===== src/rtl/dbnc_pkg.sv =====
package dbnc_pkg;

  // Reload value for a half-tick of half_ns nanoseconds at clk_khz kHz
  function automatic logic [63:0] half_reload(input longint clk_khz, input longint half_ns);
    longint cyc;
    cyc = (clk_khz * half_ns) / 64'd1000000;
    if (cyc < 1) cyc = 1;
    return 64'(cyc - 1);
  endfunction

  // Half-tick strobes needed so the stable time lands in [ticks, ticks+0.5]
  function automatic int half_steps(input int ticks);
    return 2 * ticks + 1;
  endfunction

endpackage


===== src/rtl/dbnc_tick_gen.sv =====
module dbnc_tick_gen #(
  parameter int          DIV_W       = 37,
  parameter logic [DIV_W-1:0] RELOAD_DEF = '0
) (
  input  logic             clk,
  input  logic             rst_n,
  input  logic             div_wr,
  input  logic [DIV_W-1:0] div_wdata,
  output logic             half_tick
);

  logic [DIV_W-1:0] reload_r;
  logic [DIV_W-1:0] cnt_r;

  assign half_tick = (cnt_r == '0);

  always_ff @(posedge clk or negedge rst_n) begin
    if (!rst_n) begin
      reload_r <= RELOAD_DEF;
      cnt_r    <= RELOAD_DEF;
    end else if (div_wr) begin
      reload_r <= div_wdata;
      cnt_r    <= div_wdata;
    end else if (half_tick) begin
      cnt_r <= reload_r;
    end else begin
      cnt_r <= cnt_r - 1'b1;
    end
  end

  // a write restarts the divider from the written value
  assert_restart_R6: assert property (@(posedge clk) disable iff (!rst_n)
    div_wr |=> (cnt_r == $past(div_wdata)));

  // with a nonzero reload a strobe is one cycle wide
  assert_single_strobe_R6: assert property (@(posedge clk) disable iff (!rst_n)
    (half_tick && !div_wr && reload_r != '0) |=> !half_tick);

endmodule


===== src/rtl/dbnc_sync.sv =====
module dbnc_sync #(
  parameter int N_CH   = 32,
  parameter int STAGES = 2
) (
  input  logic            clk,
  input  logic            rst_n,
  input  logic [N_CH-1:0] d_in,
  output logic [N_CH-1:0] q_out
);

  logic [N_CH-1:0] stage_q [STAGES];

  generate
    for (genvar g = 0; g < STAGES; g++) begin : g_stage
      if (g == 0) begin : g_first
        always_ff @(posedge clk or negedge rst_n) begin
          if (!rst_n) stage_q[g] <= '0;
          else        stage_q[g] <= d_in;
        end
      end else begin : g_rest
        always_ff @(posedge clk or negedge rst_n) begin
          if (!rst_n) stage_q[g] <= '0;
          else        stage_q[g] <= stage_q[g-1];
        end
      end
    end
  endgenerate

  assign q_out = stage_q[STAGES-1];

endmodule


===== src/rtl/dbnc_chan.sv =====
module dbnc_chan #(
  parameter int STEPS = 9,
  localparam int CW   = $clog2(STEPS + 1)
) (
  input  logic clk,
  input  logic rst_n,
  input  logic half_tick,
  input  logic s_in,
  output logic q_out,
  output logic accept
);

  logic [CW-1:0] run_r;
  logic          differs;

  assign differs = (s_in != q_out);
  assign accept  = differs && half_tick && (run_r == CW'(STEPS - 1));

  always_ff @(posedge clk or negedge rst_n) begin
    if (!rst_n) begin
      q_out <= 1'b0;
      run_r <= '0;
    end else if (!differs) begin
      run_r <= '0;
    end else if (half_tick) begin
      if (accept) begin
        q_out <= s_in;
        run_r <= '0;
      end else begin
        run_r <= run_r + 1'b1;
      end
    end
  end

  // the run counter never reaches the accept count
  assert_run_bound_R2: assert property (@(posedge clk) disable iff (!rst_n)
    run_r < CW'(STEPS));

  // agreement with the output wipes the measured run
  assert_run_clear_R4: assert property (@(posedge clk) disable iff (!rst_n)
    !differs |=> (run_r == '0));

  // output moves only on a strobe while input disagreed
  assert_move_on_strobe_R3: assert property (@(posedge clk) disable iff (!rst_n)
    !$stable(q_out) |-> ($past(half_tick) && ($past(s_in) != $past(q_out))));

endmodule


===== src/rtl/grp_debounce.sv =====
module grp_debounce #(
  parameter int     N_CH         = 32,
  parameter int     DIV_W        = 37,
  parameter int     SYNC_STAGES  = 2,
  parameter int     STABLE_TICKS = 4,
  parameter longint CLK_KHZ      = 100000,
  parameter longint DEF_TICK_NS  = 4000,
  localparam int    STEPS        = dbnc_pkg::half_steps(STABLE_TICKS),
  localparam logic [DIV_W-1:0] RELOAD_DEF =
    DIV_W'(dbnc_pkg::half_reload(CLK_KHZ, DEF_TICK_NS / 2))
) (
  input  logic             clk,
  input  logic             rst_n,
  input  logic             div_wr,
  input  logic [DIV_W-1:0] div_wdata,
  input  logic [N_CH-1:0]  raw_in,
  output logic [N_CH-1:0]  clean_out
);

  logic            half_tick;
  logic [N_CH-1:0] synced;
  logic [N_CH-1:0] accept;

  dbnc_tick_gen #(.DIV_W(DIV_W), .RELOAD_DEF(RELOAD_DEF)) u_tick (
    .clk(clk), .rst_n(rst_n), .div_wr(div_wr), .div_wdata(div_wdata),
    .half_tick(half_tick)
  );

  dbnc_sync #(.N_CH(N_CH), .STAGES(SYNC_STAGES)) u_sync (
    .clk(clk), .rst_n(rst_n), .d_in(raw_in), .q_out(synced)
  );

  generate
    for (genvar c = 0; c < N_CH; c++) begin : g_ch
      dbnc_chan #(.STEPS(STEPS)) u_chan (
        .clk(clk), .rst_n(rst_n), .half_tick(half_tick),
        .s_in(synced[c]), .q_out(clean_out[c]), .accept(accept[c])
      );
    end
  endgenerate

  // channel outputs move only where a channel signalled accept
  assert_only_accepted_move_R5: assert property (@(posedge clk) disable iff (!rst_n)
    ((clean_out ^ $past(clean_out)) & ~$past(accept)) == '0);

endmodule


===== config.mk =====
export PLATFORM = sky130hd
export DESIGN_NAME = grp_debounce
export DESIGN_NICKNAME = d
export VERILOG_FILES = /design/src/rtl/dbnc_pkg.sv /design/src/rtl/dbnc_tick_gen.sv /design/src/rtl/dbnc_sync.sv /design/src/rtl/dbnc_chan.sv /design/src/rtl/grp_debounce.sv
export SDC_FILE = /design/constraint.sdc
export NUM_CORES = 1
export LEC_CHECK = 0
export BUFFER_PORTS_ARGS = -buffer_cell sky130_fd_sc_hd__buf_2
export CORE_MARGIN = 2
export CORE_UTILIZATION = 45
export DETAILED_ROUTE_END_ITERATION = 8
export HOLD_SLACK_MARGIN = 0.15
export MAX_ROUTING_LAYER = met4
export PLACE_DENSITY_LB_ADDON = 0.05
export RECOVER_POWER = 100
export SLEW_MARGIN = 15
export SYNTH_ARGS = -nofsm -noshare
export SYNTH_HDL_FRONTEND = slang
export SYNTH_SLANG_ARGS = --single-unit

===== constraint.sdc =====
create_clock -name clk -period 3.1 [get_ports clk]
set_input_delay 0.465 -clock clk [delete_from_list [all_inputs] [get_ports clk]]
set_output_delay 0.465 -clock clk [all_outputs]
set_load 0.1 [all_outputs]

==> results_dict.tcl, run 1 <==
set metrics [dict create \
    gp_congestion 0.772 \
    regArea_sq_um 7470 \
    crit_path_start_kind "flop" \
    synth-seq-cells 298 \
    async_flop_share_pct 100 \
    use_met2_pct 29.2 \
    netlist_area_sq_um 14500 \
    multiInputGateArea_sq_um 6030 \
    vias_per_cell 5.22 \
    place_area_sq_um 15600 \
    power.density_nw_per_um2 504 \
    setup_violations 0 \
    r2r_slack_ps 130 \
    min_period_ps 2970 \
    die_area_sq_um 33700 \
    maxCapViolations 1 \
    holdCritPathClass "primary input to flop" \
    holdPathEnd "u_tick.reload_r[19]" \
    fin_nets 1772 \
    tightest_slew_ps 1620 \
    core_sq_um 31600 \
    rr_endpoint "g_ch[13].u_chan.run_r[3]" \
    cts.htree.levels 2 \
    fin_setup_tns_ps 0 \
    synth_area_per_cell_sq_um 9.67 \
    grt_use_total_pct 18.4 \
    power_leakage_nw 7.39 \
    setup_slack_ps 126 \
    synthFlopType "dfrtp_1" \
    io_buffer_count 103 \
    worstPathMaxFanout 22 \
    grt_overflow 0 \
    synthToLayoutAreaGrowth_pct 16.0 \
    crit_arrival_ps 3390 \
    crit_start "u_tick.cnt_r[23]" \
    met1_usage_pct 24.8 \
    mostFrequentLayoutCells "dfrtp_1 (288), nand2_1 (224), inv_1 (147)" \
    grt_antenna_before_repair 0 \
    grt_pass1_vias 10400 \
    grt.busiest_layer "met2" \
    fin_area_sq_um 16800 \
    fillCellCount 2933 \
    ys_seq_area_share_pct 51.5 \
    ys_warn_count 0 \
    r2r_start "u_tick.cnt_r[23]" \
    max_slew_margin_pct -7.78 \
    synth_cell_type_count 44 \
    synthCells 1500 \
    vias 10800 \
    initial_core_util_pct 45.9 \
    finClkSkew_ps 12.1 \
    clk_latency_ps 510 \
    cts-buffers-inserted 36 \
    ir_worst_vdd_uv 309 \
    rows 65 \
    die_h_um 184 \
    synth-edff-count 0 \
    wl_um 29500 \
    rsz0062_at_grt "false" \
    finalHoldViolCount 0 \
    failed_checks "max-capacitance violations, max-slew violations" \
    grt_pass1_wl_um 50200 \
    cts_tree "built" \
    die_w_um 184 \
    dp_slack_ps 7.27 \
    pin_count 104 \
    worstRegToRegCells 5 \
    worst-setup-path-type "flop to flop" \
    min_period_over_period_pct 95.9 \
    post_drt_wl_per_cell_um 14.3 \
    dpl.hpwl_um 19500 \
    finish.utilization_pct 53.2 \
    cts_num_sinks 298 \
    fmax_mhz 336 \
    clock-root-buffer "clkbuf_16" \
    layout_commonest_cell "dfrtp_1" \
    hp-start "div_wdata[19]" \
    first_pass_iters 4 \
    drt_iter0_drc 531 \
    drive_gt1_share_pct 11.8 \
    drv_slew 45 \
    min_delay_path_depth 3 \
    crit_required_ps 3510 \
    synth_nets 1638 \
    status "complete, but fails checks" \
    clk_path_buf_depth 3 \
    path_clk_slew_ps 60 \
    drtAntennaViolNets 0 \
    grtUsageMet3_pct 2.58 \
    endpoint_kind "flop" \
    grt_max_degree 62 \
    antenna_cells 0 \
    drc 0 \
]
-- metrics by stage --
| step | cells | hold WS [ps] | total power, mW |
|---|---|---|---|
| 6_report | 2058 | 181 | 8.49 |
| 3_3_place_gp | 1965 | 332 | 4.67 |
| 2_1_floorplan | 1500 | 169 | 4.42 |
| 3_5_place_dp | 1965 | 335 | 4.67 |
| 5_1_grt | 2058 | 176 | 8.85 |
| 4_1_cts | 2058 | 162 | 8.65 |
-- cells by family (layout without fill, tap and decap cells) --
kind of cell | count (synthesis) | in the layout | share of synthesized area (%)
XOR/XNOR | 50 | 50 | 3.02
flip-flops | 298 | 298 | 51.5
buffers and inverters | 233 | 389 | 7.02
adder cells (fa/ha/maj) | 66 | 66 | 5.69
AO/OA/AOI/OAI | 304 | 304 | 12.2
multiplexers | 45 | 45 | 3.40
AND/OR/NAND/NOR | 504 | 504 | 17.2
-- metal layers --
metal  wire [um]  vias up
li1            -     5352
met1       14700     5223
met2       13200      135
met3         886       43
met4         664        0
met5           0        -
-- cell usage after synthesis (6+ instances only) --
master,n,share of area (%)
dfrtp_1,288,50
nand2_1,224,5.8
inv_1,147,3.8
a21oi_1,106,3.7
o21ai_0,90,3.1
nor2_1,75,1.9
ha_1,66,5.7
xnor2_1,44,2.7
or3_1,40,1.7
a31oi_1,39,1.7
clkbuf_1,37,0.96
buf_4,32,1.7
nand3_1,31,1.1
nand4b_1,30,1.8
nor3_1,29,1.0
mux2_2,27,2.1
o21a_1,24,1.2
nor4_1,20,0.86
o31ai_1,19,0.98
mux2i_1,11,0.76
nand2b_1,11,0.47
dfstp_2,10,1.8
or4_1,10,0.52
o221ai_1,9,0.54
or4b_1,9,0.62
buf_1,8,0.21
nor3b_1,8,0.41
buf_2,7,0.24
mux2_1,7,0.54
a21boi_0,6,0.31
o31a_1,6,0.36
xor2_1,6,0.36
-- state kept, by name, indices dropped and copies added (netlist names) --
signal             cells
u_sync.q_out          32
g_ch.u_chan.run_r    128
u_tick.reload_r       37
u_tick.cnt_r          37
u_sync.stage_q        32
g_ch.u_chan.q_out     32
-- layout make-up --
type	instances	share of cell area [%]
multi-input combinational	969	35.8
clock buffer	54	6.24
tap	402	2.99
sequential	298	44.4
timing repair buffer	182	7.11
inverter	147	3.28
clock inverter	6	0.193
-- power breakdown --
group	switching (mW)	leakage, nW	internal (mW)
clock network	1.55	0.532	2.32
registers	0.0981	3.86	4.04
logic	0.273	2.99	0.204
-- how the worst max path moves through the flow --
stage	end	slack [ps]
final	g_ch[13].u_chan.run_r[3]	130
after global routing	g_ch[2].u_chan.run_r[0]	20
after CTS	g_ch[13].u_chan.run_r[3]	30
after detailed placement	g_ch[28].u_chan.run_r[2]	7
after global placement	g_ch[14].u_chan.run_r[2]	30
after floorplan	g_ch[23].u_chan.run_r[0]	160
-- worst max-delay path, stage by stage, from the launching register on --
cell and delay [ps]:
dfrtp_1 420, or4_1 580, or4_1 440, or4_4 700
or4b_1 550, a31oi_1 190
-- what timing repair did --
item | 4_1_cts | 5_1_grt
hold endpoints to repair | 87 | 0
setup endpoints to repair | 5 | 17
pin swaps | 0 | 1
resized for setup | 1 | 1
hold buffers | 33 | 0
setup buffers | 0 | 0
Note: power is estimated with default switching activity, not from simulation.
==> run 2, diff against run 1 <==
--- a/config.mk
+++ b/config.mk
@@ -5,6 +5,7 @@
 export SDC_FILE = /design/constraint.sdc
 export NUM_CORES = 1
 export LEC_CHECK = 0
+export ABC_AREA = 1
 export BUFFER_PORTS_ARGS = -buffer_cell sky130_fd_sc_hd__buf_2
 export CORE_MARGIN = 2
 export CORE_UTILIZATION = 45
==> run 2 against run 1 <==
Compared with the run above: the flow still finishes with violations (max-capacitance violations, max-slew violations); sequential share of layout area decreased by 0.57 points; core utilization shrank 0.67 points; power increased by 2.8%; largest power group unchanged.
==> results_dict.tcl, run 2 <==
set metrics [dict create \
    regArea_sq_um 7470 \
    wl_um 30100 \
    use_met2_pct 29.6 \
    whs_ps 169 \
    synth_cell_type_count 27 \
    vias_per_cell 4.79 \
    power_leakage_nw 8.71 \
    finish.utilization_pct 52.5 \
    layout_commonest_cell "nand2_1" \
    rows 66 \
    grt_pass1_vias 10800 \
    fin_cells 2391 \
    status "complete, but fails checks" \
    grt_use_total_pct 18.9 \
    die_w_um 186 \
    holdPathEnd "u_tick.cnt_r[35]" \
    holdCritPathClass "primary input to flop" \
    drv_slew 75 \
    synth_area_per_cell_sq_um 8.23 \
    synthToLayoutAreaGrowth_pct 15.0 \
    clk_path_buf_depth 3 \
    fin_setup_tns_ps 0 \
    top_regs "g_ch.u_chan.run_r x128, u_tick.cnt_r x37, u_tick.reload_r x37" \
    endpoint_kind "flop" \
    finClkSkew_ps 17.3 \
    crit_family "simple AND/OR/NAND/NOR gates" \
    comb_power_share_pct 6.5 \
    async_flop_share_pct 100 \
    yosysTopAreaCell "dfrtp_1" \
    fin_nets 2061 \
    initial_core_util_pct 45.7 \
    crit_required_ps 3500 \
    maxCapViolations 1 \
    ctsResizeCount 0 \
    dp_cells 2294 \
    drtAntennaViolNets 0 \
    synth-edff-count 0 \
    drt_iter0_drc 635 \
    yosysTopAreaCellShare_pct 48.6 \
    mostFrequentLayoutCells "nand2_1 (608), dfrtp_1 (288), inv_1 (174)" \
    path_cells "inv_1 > ha_1 > nand2_1 > nor2_1 > nand3_1 > nor2_1 > nand2_4 > inv_1 > buf_12 > nor2_1 > nand2_1 > nand2_1" \
    failed_checks "max-capacitance violations, max-slew violations" \
    ys_warn_count 0 \
    vias 11500 \
    min_delay_path_depth 3 \
    rr_endpoint "g_ch[11].u_chan.run_r[1]" \
    max_stage_delay_ps 390 \
    grt_antenna_before_repair 0 \
    synth-seq-cells 298 \
    gp_congestion 0.872 \
    power_switching_mw 2.06 \
    worstRegToRegCells 12 \
    p_int_mw 6.67 \
    cts_num_sinks 298 \
    synthCells 1801 \
    pin_count 104 \
    min_period_over_period_pct 81.3 \
    path_buf_inv 3 \
    clock-root-buffer "clkbuf_16" \
    hp-start "div_wdata[35]" \
    cts_tree "built" \
    clkPwrFrac_pct 46.0 \
    crit_slowest_cell "dfstp_1" \
    grt_pass1_wl_um 51700 \
    largest_reg_flops 128 \
    min_period_ps 2520 \
    synthTopCellsByArea "dfrtp_1 (49%), nand2_1 (15%), ha_1 (5.6%)" \
    grtUsageMet3_pct 2.97 \
    synth_common_cells "nand2_1 (608), dfrtp_1 (288), inv_1 (172), nand3_1 (149), nor2_1 (148)" \
    finalHoldViolCount 0 \
    synth_nets 1939 \
    ir_worst_vdd_uv 335 \
    setup_violations 0 \
    io_buffer_count 103 \
    grt_overflow 0 \
    grt.busiest_layer "met2" \
    fmax_mhz 397 \
    core_sq_um 32500 \
    drive_gt1_share_pct 8.41 \
    clk_latency_ps 530 \
    ys_seq_area_share_pct 50.4 \
    cts.htree.levels 2 \
    synth.most_common_cell "nand2_1" \
    fillCellCount 3093 \
    post_drt_wl_per_cell_um 12.6 \
    die_area_sq_um 34400 \
    synthFlopType "dfrtp_1" \
    grt_max_degree 87 \
    tightest_slew_ps 2060 \
    worstPathMaxFanout 67 \
    crit_arrival_ps 2920 \
    power.density_nw_per_um2 512 \
    first_pass_iters 5 \
    top_register "g_ch.u_chan.run_r" \
    cts-buffers-inserted 35 \
    worst-setup-path-type "flop to flop" \
    antenna_cells 0 \
    p_sw_share_pct 23.6 \
    met1_usage_pct 25.7 \
    drc 0 \
    seqPwrFrac_pct 47.4 \
    r2r_slack_ps 580 \
    rsz0062_at_grt "false" \
    netlist_area_sq_um 14800 \
    path_clk_slew_ps 50 \
    die_h_um 186 \
    crit_path_start_kind "flop" \
    max_slew_margin_pct -37.5 \
    multiInputGateArea_sq_um 6250 \
    r2r_start "u_tick.cnt_r[0]" \
    dpl.hpwl_um 20400 \
]
run 2: metrics by stage:
step | total power [mW] | cell area, sq um | setup WS, ps
finish | 8.73 | 17000 | 581
global route | 9.15 | 17000 | 289
CTS | 8.89 | 17100 | 727
detailed placement | 4.76 | 15700 | 724
global placement | 4.76 | 15700 | 774
floorplan | 4.51 | 14800 | 1390
run 2: what timing repair did:
item / in CTS / in global routing
hold buffers: 34 / 0
hold endpoints to repair: 102 / 0
setup buffers: 0 / 0
run 2: worst max-delay path by stage:
stage | start | end | cells after the start
after floorplan | u_tick.cnt_r[0] | u_tick.cnt_r[36] | 11
after global placement | u_tick.cnt_r[0] | g_ch[18].u_chan.run_r[2] | 12
after detailed placement | u_tick.cnt_r[0] | g_ch[18].u_chan.run_r[2] | 12
after CTS | u_tick.cnt_r[0] | g_ch[18].u_chan.run_r[2] | 12
after global routing | rst_n | u_tick.cnt_r[1] | 3
final | u_tick.cnt_r[0] | g_ch[11].u_chan.run_r[1] | 12
run 2: cell type report:
cell class | instances | area share [%]
tap | 442 | 3.24
inverter | 176 | 3.87
clock inverter | 7 | 0.609
timing repair buffer | 148 | 5.64
multi-input combinational | 1264 | 36.7
clock buffer | 56 | 6.13
sequential | 298 | 43.8
run 2: kinds of logic (layout without fill, tap and decap cells):
| kind of cell | count (synthesis) | in the layout | share of synthesized area, % |
|---|---|---|---|
| buf+inv | 239 | 387 | 7.22 |
| xor+xnor | 88 | 88 | 5.20 |
| flops | 298 | 298 | 50.4 |
| simple gates | 958 | 958 | 26.5 |
| compound gates | 152 | 152 | 5.13 |
| fa+ha+maj | 66 | 66 | 5.57 |
run 2: worst register-to-register path, delay by kind of cell, from the launching register on:
kind	cells	cell delay [ps]
adder cells (fa/ha/maj)	1	160
buffers and inverters	3	880
flip-flops	1	390
AND/OR/NAND/NOR	8	980
run 2: metal layers:
metal / share of wire, % / wire (um)
met1: 49 / 14800
met5: 0 / 0
met2: 45 / 13600
met4: 2.1 / 619
met3: 3.8 / 1160
run 2: power by group through the flow:
stage | combinational, mW | clock [mW] | sequential, mW
floorplan | 0.328 | 0 | 4.18
global placement | 0.552 | 0 | 4.21
detailed placement | 0.552 | 0 | 4.20
CTS | 0.589 | 4.17 | 4.14
global route | 0.667 | 4.33 | 4.15
finish | 0.570 | 4.02 | 4.14
